### config.mk
export PLATFORM = sky130hd
export DESIGN_NAME = sarseq_top
export DESIGN_NICKNAME = d
export VERILOG_FILES = /design/src/rtl/sarseq_pkg.sv /design/src/rtl/sarseq_edge.sv /design/src/rtl/sarseq_sar.sv /design/src/rtl/sarseq_ctrl.sv /design/src/rtl/sarseq_top.sv
export SDC_FILE = /design/constraint.sdc
export NUM_CORES = 1
export LEC_CHECK = 0
export BUFFER_PORTS_ARGS = -buffer_cell sky130_fd_sc_hd__buf_4
export CAP_MARGIN = 15
export CORE_MARGIN = 2
export CORE_UTILIZATION = 35
export DETAILED_ROUTE_END_ITERATION = 10
export HOLD_SLACK_MARGIN = 0.15
export REMOVE_ABC_BUFFERS = 1
export SYNTH_ARGS = -nofsm -noshare
export SYNTH_HDL_FRONTEND = slang
export SYNTH_SLANG_ARGS = --single-unit
### constraint.sdc
create_clock -name clk -period 1.62 [get_ports clk]
set_clock_uncertainty 0.1 [all_clocks]
set_input_delay 0 -clock clk [delete_from_list [all_inputs] [get_ports clk]]
set_output_delay 0 -clock clk [all_outputs]
set_load 0.05 [all_outputs]
### src/rtl/sarseq_pkg.sv
package sarseq_pkg;
  localparam int CTL_BITS  = 8;   // command length, start bit included
  localparam int SEL_LAST  = 4;   // last channel bit position
  localparam int POL_AT    = 5;   // polarity bit position
  localparam int TRACK_AT  = 5;   // tracking starts after this bit
  localparam int MODE_AT   = 6;   // input-mode bit position
  localparam int CH_W      = 3;
  localparam int CNT_W     = $clog2(CTL_BITS + 1);
  localparam logic [1:0] MODE_EXT = 2'b11;

  typedef enum logic [1:0] {
    SQ_SEARCH = 2'd0,
    SQ_CTRL   = 2'd1,
    SQ_CONV   = 2'd2
  } sq_state_t;
endpackage

### src/rtl/sarseq_edge.sv
module sarseq_edge (
  input  logic clk,
  input  logic rst_n,
  input  logic sclk,
  input  logic cs_n,
  output logic rise,
  output logic fall
);
  logic sclk_q;

  always_ff @(posedge clk or negedge rst_n) begin
    if (!rst_n) sclk_q <= 1'b0;
    else        sclk_q <= sclk;
  end

  assign rise = !cs_n &&  sclk && !sclk_q;
  assign fall = !cs_n && !sclk &&  sclk_q;
endmodule

### src/rtl/sarseq_sar.sv
module sarseq_sar #(
  parameter int W = 12
) (
  input  logic         clk,
  input  logic         rst_n,
  input  logic         load,
  input  logic         step,
  input  logic         abort,
  input  logic         cmp,
  input  logic         bipolar,
  output logic         dec_bit,
  output logic         last,
  output logic [W-1:0] trial
);
  localparam logic [W-1:0] TOP_BIT = {1'b1, {(W-1){1'b0}}};

  logic [W-1:0] res_q, res_d, mask_q, mask_d;
  logic         upd;

  always_comb begin
    res_d  = res_q;
    mask_d = mask_q;
    if (abort) begin
      mask_d = '0;
    end else if (load) begin
      res_d  = '0;
      mask_d = TOP_BIT;
    end else if (step) begin
      if (cmp) res_d = res_q | mask_q;
      mask_d = mask_q >> 1;
    end
  end

  assign upd = abort | load | step;

  always_ff @(posedge clk or negedge rst_n) begin
    if (!rst_n) begin
      res_q  <= '0;
      mask_q <= '0;
    end else if (upd) begin
      res_q  <= res_d;
      mask_q <= mask_d;
    end
  end

  assign dec_bit = cmp ^ (bipolar & mask_q[W-1]);
  assign last    = mask_q[0];
  assign trial   = res_q | mask_q;

  // a decision step only happens while a trial bit is pending
  assert_step_in_window_R6: assert property (@(posedge clk) disable iff (!rst_n)
    step |-> (mask_q != '0));
endmodule

### src/rtl/sarseq_ctrl.sv
module sarseq_ctrl
  import sarseq_pkg::*;
(
  input  logic            clk,
  input  logic            rst_n,
  input  logic            cs_n,
  input  logic            rise,
  input  logic            fall,
  input  logic            sdi,
  input  logic            dec_bit,
  input  logic            sar_last,
  output logic            sar_load,
  output logic            sar_step,
  output logic            sar_abort,
  output logic            sdo,
  output logic            strobe,
  output logic            track,
  output logic [CH_W-1:0] mux_pos,
  output logic [CH_W-1:0] mux_neg,
  output logic            mux_neg_com,
  output logic            bipolar
);
  sq_state_t             st_q, st_d;
  logic [CNT_W-1:0]      cnt_q, cnt_d;
  logic [CTL_BITS-1:0]   ctl_q, ctl_d;
  logic                  trk_q, trk_d, stb_q, stb_d, sdo_q, sdo_d;
  logic [CH_W-1:0]       pos_q, pos_d, neg_q, neg_d;
  logic                  com_q, com_d, bip_q, bip_d;

  always_comb begin
    st_d = st_q;   cnt_d = cnt_q; ctl_d = ctl_q;
    trk_d = trk_q; stb_d = stb_q; sdo_d = sdo_q;
    pos_d = pos_q; neg_d = neg_q; com_d = com_q; bip_d = bip_q;
    sar_load  = 1'b0;
    sar_step  = 1'b0;
    sar_abort = cs_n;
    if (cs_n) begin
      st_d  = SQ_SEARCH;
      cnt_d = '0;
      trk_d = 1'b0;
      stb_d = 1'b0;
      sdo_d = 1'b0;
    end else begin
      unique case (st_q)
        SQ_SEARCH: begin
          if (rise && sdi) begin
            st_d  = SQ_CTRL;
            cnt_d = CNT_W'(1);
            ctl_d = CTL_BITS'(1);
          end
          if (fall) sdo_d = 1'b0;
        end
        SQ_CTRL: begin
          if (rise) begin
            ctl_d = {ctl_q[CTL_BITS-2:0], sdi};
            cnt_d = cnt_q + CNT_W'(1);
          end
          if (fall) begin
            sdo_d = 1'b0;
            if (cnt_q == CNT_W'(SEL_LAST)) begin
              pos_d = ctl_q[CH_W-1:0];
              neg_d = {ctl_q[CH_W-1:1], ~ctl_q[0]};
            end
            if (cnt_q == CNT_W'(POL_AT))   bip_d = ~ctl_q[0];
            if (cnt_q == CNT_W'(TRACK_AT)) trk_d = 1'b1;
            if (cnt_q == CNT_W'(MODE_AT))  com_d = ctl_q[0];
            if (cnt_q == CNT_W'(CTL_BITS)) begin
              trk_d = 1'b0;
              if (ctl_q[1:0] == MODE_EXT) begin
                stb_d    = 1'b1;
                sar_load = 1'b1;
                st_d     = SQ_CONV;
              end else begin
                st_d = SQ_SEARCH;
              end
            end
          end
        end
        SQ_CONV: begin
          if (fall) begin
            stb_d    = 1'b0;
            sar_step = 1'b1;
            sdo_d    = dec_bit;
            if (sar_last) st_d = SQ_SEARCH;
          end
        end
        default: st_d = SQ_SEARCH;
      endcase
    end
  end

  always_ff @(posedge clk or negedge rst_n) begin
    if (!rst_n) begin
      st_q  <= SQ_SEARCH;
      cnt_q <= '0;
      ctl_q <= '0;
      trk_q <= 1'b0;
      stb_q <= 1'b0;
      sdo_q <= 1'b0;
      pos_q <= '0;
      neg_q <= CH_W'(1);
      com_q <= 1'b1;
      bip_q <= 1'b0;
    end else begin
      st_q  <= st_d;
      cnt_q <= cnt_d;
      ctl_q <= ctl_d;
      trk_q <= trk_d;
      stb_q <= stb_d;
      sdo_q <= sdo_d;
      pos_q <= pos_d;
      neg_q <= neg_d;
      com_q <= com_d;
      bip_q <= bip_d;
    end
  end

  assign sdo         = sdo_q;
  assign strobe      = stb_q;
  assign track       = trk_q;
  assign mux_pos     = pos_q;
  assign mux_neg     = neg_q;
  assign mux_neg_com = com_q;
  assign bipolar     = bip_q;

  // a zero sampled while waiting never leaves the search state
  assert_zero_keeps_search_R1: assert property (@(posedge clk) disable iff (!rst_n)
    (st_q == SQ_SEARCH && rise && !sdi && !cs_n) |=> (st_q == SQ_SEARCH));
  // tracking is only possible while the command is being received
  assert_track_in_ctrl_R4: assert property (@(posedge clk) disable iff (!rst_n)
    trk_q |-> (st_q == SQ_CTRL));
  // the strobe ends at the first falling edge it sees
  assert_strobe_one_period_R5: assert property (@(posedge clk) disable iff (!rst_n)
    (stb_q && fall) |=> !stb_q);
  // deselecting clears the transaction
  assert_abort_clears_R10: assert property (@(posedge clk) disable iff (!rst_n)
    cs_n |=> (st_q == SQ_SEARCH && !trk_q && !stb_q));
endmodule

### src/rtl/sarseq_top.sv
module sarseq_top #(
  parameter int RES_BITS = 10,
  parameter int SUB_BITS = 2
) (
  input  logic                     clk,
  input  logic                     rst_n,
  input  logic                     cs_n,
  input  logic                     sclk,
  input  logic                     sdi,
  input  logic                     cmp_hi,
  output logic                     sdo,
  output logic                     sdo_en,
  output logic                     strobe,
  output logic                     strobe_en,
  output logic                     track_en,
  output logic [2:0]               mux_pos,
  output logic [2:0]               mux_neg,
  output logic                     mux_neg_com,
  output logic                     bipolar,
  output logic [RES_BITS+SUB_BITS-1:0] dac_trial
);
  localparam int W = RES_BITS + SUB_BITS;

  logic [1:0] rs_q;
  logic       rst_i;
  logic       rise, fall, sar_load, sar_step, sar_abort, dec_bit, sar_last;
  logic       en_q;

  always_ff @(posedge clk or negedge rst_n) begin
    if (!rst_n) rs_q <= 2'b00;
    else        rs_q <= {rs_q[0], 1'b1};
  end
  assign rst_i = rs_q[1];

  always_ff @(posedge clk or negedge rst_i) begin
    if (!rst_i) en_q <= 1'b0;
    else        en_q <= ~cs_n;
  end
  assign sdo_en    = en_q;
  assign strobe_en = en_q;

  sarseq_edge u_edge (
    .clk(clk), .rst_n(rst_i), .sclk(sclk), .cs_n(cs_n),
    .rise(rise), .fall(fall)
  );

  sarseq_ctrl u_ctrl (
    .clk(clk), .rst_n(rst_i), .cs_n(cs_n), .rise(rise), .fall(fall),
    .sdi(sdi), .dec_bit(dec_bit), .sar_last(sar_last),
    .sar_load(sar_load), .sar_step(sar_step), .sar_abort(sar_abort),
    .sdo(sdo), .strobe(strobe), .track(track_en),
    .mux_pos(mux_pos), .mux_neg(mux_neg), .mux_neg_com(mux_neg_com),
    .bipolar(bipolar)
  );

  sarseq_sar #(.W(W)) u_sar (
    .clk(clk), .rst_n(rst_i), .load(sar_load), .step(sar_step),
    .abort(sar_abort), .cmp(cmp_hi), .bipolar(bipolar),
    .dec_bit(dec_bit), .last(sar_last), .trial(dac_trial)
  );

  // nothing is driven high while the pins are released
  assert_quiet_when_released_R9: assert property (@(posedge clk) disable iff (!rst_i)
    !en_q |-> (!sdo && !strobe));
endmodule

==> impl_metrics.ini <==
[clock_network]
clk_pin_slew_ns = 0.09
cts.sinks = 46
cts_buffer_depth = 2
clk-insertion-delay-late_ns = 0.31
cts_tree = yes
numCtsBuffers = 5
cts_max_level = 2
root_buffer = clkbuf_8

[logic_synthesis]
yosysTopAreaCell = dfrtp_1
synth_enable_flop_cells = 0
yosys_warnings = 0
synthFlopType = dfrtp_1
syn_area_per_cell_sq_um = 10.5
synth.yosys.seq_area_share_pct = 52.7
synth_area_sq_um = 2190
synth_top_area_share_pct = 50.3
synthDistinctLibCells = 44
syn_inst = 209
yosysMostFrequentCell = dfrtp_1
synth_area_leaders = dfrtp_1 50%, a41oi_1 4.8%, or2_2 3.7%
synth_commonest_cells = 44 x dfrtp_1, 15 x a21oi_1, 15 x nand3_1
async_flop_share_pct = 100
ys_seq_elements = 46

[floorplan]
rows = 28
die-height_um = 83.1
num_io_pins = 31
start_util_pct = 36.5
die_w_um = 83.1
coreArea_sq_um = 5990
dieArea_sq_um = 6900

[power_and_ir_drop]
p_leak_nw = 1.42
netSwitchingFraction_pct = 25.1
totalPowerFinal_mw = 2.14
seq_power_share_pct = 55.2
p_comb_share_pct = 10.1
power_switching_mw = 0.535
vdd_drop_max_mv = 0.430
p_int_mw = 1.60
powerDensity_nw_per_um2 = 723
clkPwrFrac_pct = 34.7

[routing]
drt_iter0_markers = 112
drtPass1Iterations = 4
via_per_inst = 5.38
drc = 0
routedWlPerCell_um = 15.2
drt_wl_total_mm = 5.27
dr_total_vias = 1867
postRouteAntennaNets = 0

[sta]
min_period_over_period_pct = 103
period_minus_slack_ns = 1.66
fin_hold_ws_ns = 0.186
timing.final.ws_setup_ns = -0.0418
fmax_ghz = 0.602
drv_slew = 0
maxSlewHeadroom_pct = 65.2
worst_pin_slew_ns = 0.520
tns_ns = -0.640
setup_viol = 25
rsz0062_at_grt = true
hold_violations = 0

[global_routing]
grt_pass1_vias = 1777
grt.overflow.total = 0
grt_pass1_wl_mm = 8.99
grt_max_degree = 26
gr-usage-all-layers_pct = 15.8
antenna_found_initial = 0

[setup_path]
crit_path_max_incr_delay_ns = 0.39
criticalPathCategory = reg -> reg
path_cells = inv_2 > ha_4 > nand3b_1 > buf_4 > nor4_4 > buf_4 > nor2_1
critical-path-slowest-cell = dfrtp_1
critPathCaptureType = flop
crit_arrival_ns = 1.77
path_max_fanout = 6
start_kind = flop
crit_buf_inv = 3
crit_path_frequent_cell = buf_4
cp.required_ns = 1.73
cp_top_family = buffers and inverters

[finish]
layout-drive-gt1-share_pct = 39.3
seq_area_sq_um = 1150
syn_to_final_growth_pct = 35.1
multi_input_area_sq_um = 986
num_antenna_cells = 0
nNetsFinal = 281
nFillCells = 563
final_util_pct = 49.3

[placement]
gp_congestion = 0.829
port_buffers = 30
hpwl_mm = 3.37

[status]
status = finished with violations
violations = setup timing

[hold_path]
hp-class = reg -> async

[job]
drv_cap = 0
-- metrics by stage --
| step | setup WS (ns) | area [sq um] | cells |
|---|---|---|---|
| final | -0.0418 | 2950 | 347 |
| after global routing | -0.118 | 2950 | 347 |
| after CTS | 0.00324 | 2880 | 343 |
| after detailed placement | -0.0117 | 2640 | 322 |
| after global placement | 0.0117 | 2640 | 322 |
| after floorplan | -0.954 | 2100 | 192 |
-- cell type report --
cell class                      instances  area share (%)
Timing Repair Buffer                   72            20.1
Multi-Input combinational cell        138            33.4
Inverter                                8            1.02
Tap cell                               75            3.18
Clock buffer                            6            2.80
Clock inverter                          2           0.424
Sequential cell                        46            39.1
-- state kept, by name, summed over array words and instances, names as in the netlist, 2 cells and up --
name            flops
rs_q                2
u_ctrl.cnt_q        4
u_ctrl.ctl_q        3
u_ctrl.mux_neg      2
u_ctrl.mux_pos      2
u_ctrl.st_q         2
u_sar.mask_q       12
u_sar.res_q        12
-- power by group through the flow --
stage	clock (mW)	combinational, mW	sequential (mW)
CTS	0.770	0.209	1.18
global placement	0	0.172	1.21
global route	0.816	0.236	1.18
floorplan	0	0.0551	1.23
finish	0.740	0.216	1.18
detailed placement	0	0.173	1.21
-- routing by layer --
| layer | routed length [um] | vias up | global-route usage [%] |
|---|---|---|---|
| met2 | 2530 | 40 | 24.3 |
| met5 | 0 | - | 0 |
| met4 | 42 | 0 | 3.13 |
| met1 | 2480 | 940 | 22.4 |
| met3 | 212 | 8 | 4.27 |
| li1 | - | 879 | - |
-- worst register-to-register path, cell delays in order (launching register included) --
cell and delay [ns]:
dfrtp_1 0.39, inv_2 0.09, ha_4 0.14, nand3b_1 0.11, buf_4 0.17, nor4_4 0.31, buf_4 0.21, nor2_1 0.05
-- timing repair --
| action | CTS | global route |
|---|---|---|
| hold buffers | 10 | 2 |
| resized for setup | 5 | 13 |
| setup buffers | 2 | 3 |
| endpoints found under the setup margin | 18 | 49 |
| pin swaps | 1 | 8 |
| endpoints found under the hold margin | 56 | 10 |
| gates cloned | 1 | 0 |
-- worst paths after layout --
| kind | slack [ns] | cells after the start | endpoint | startpoint |
|---|---|---|---|---|
| worst max-delay path | -0.04 | 7 | u_sar.res_q[5] | u_ctrl.cnt_q[1] |
| worst min-delay path | 0.19 | 1 | u_sar.res_q[5] | rs_q[1] |
| worst max register to register | -0.04 | 7 | u_sar.res_q[5] | u_ctrl.cnt_q[1] |
| worst min register to register | 0.19 | 1 | u_sar.res_q[5] | rs_q[1] |
| max in group asynchronous | 0.34 | 1 | u_edge.sclk_q | rs_q[1] |
| min in group clk | 0.25 | 0 | rs_q[1] | rs_q[0] |
-- logic make-up (layout without fill, tap and decap cells) --
logic type	after synthesis	after routing	synth area share, %
and+or+nand+nor	72	72	19.6
AOI/OAI and AO/OA	52	52	15.6
DFF	46	46	52.7
buffers and inverters	25	88	5.26
muxes	8	8	3.89
adders and majority gates	4	4	2.29
other	1	1	0.171
xor gates and xnor gates	1	1	0.401
-- placed cells by master, fill, tap and decap left out, types with 3 or more instances in the layout --
cell           instances
nand3_1               15
mux2i_1                4
mux2_2                 4
inv_1                  6
o21ai_0               12
or2_2                 12
a41oi_1               12
dfrtp_1               43
nor2_2                 3
dlygate4sd3_1         11
nand2_1                5
ha_1                   3
buf_4                 57
a21oi_1               15
nor2_1                11
clkbuf_8               6
No activity file was read; power rests on OpenSTA's default activity.
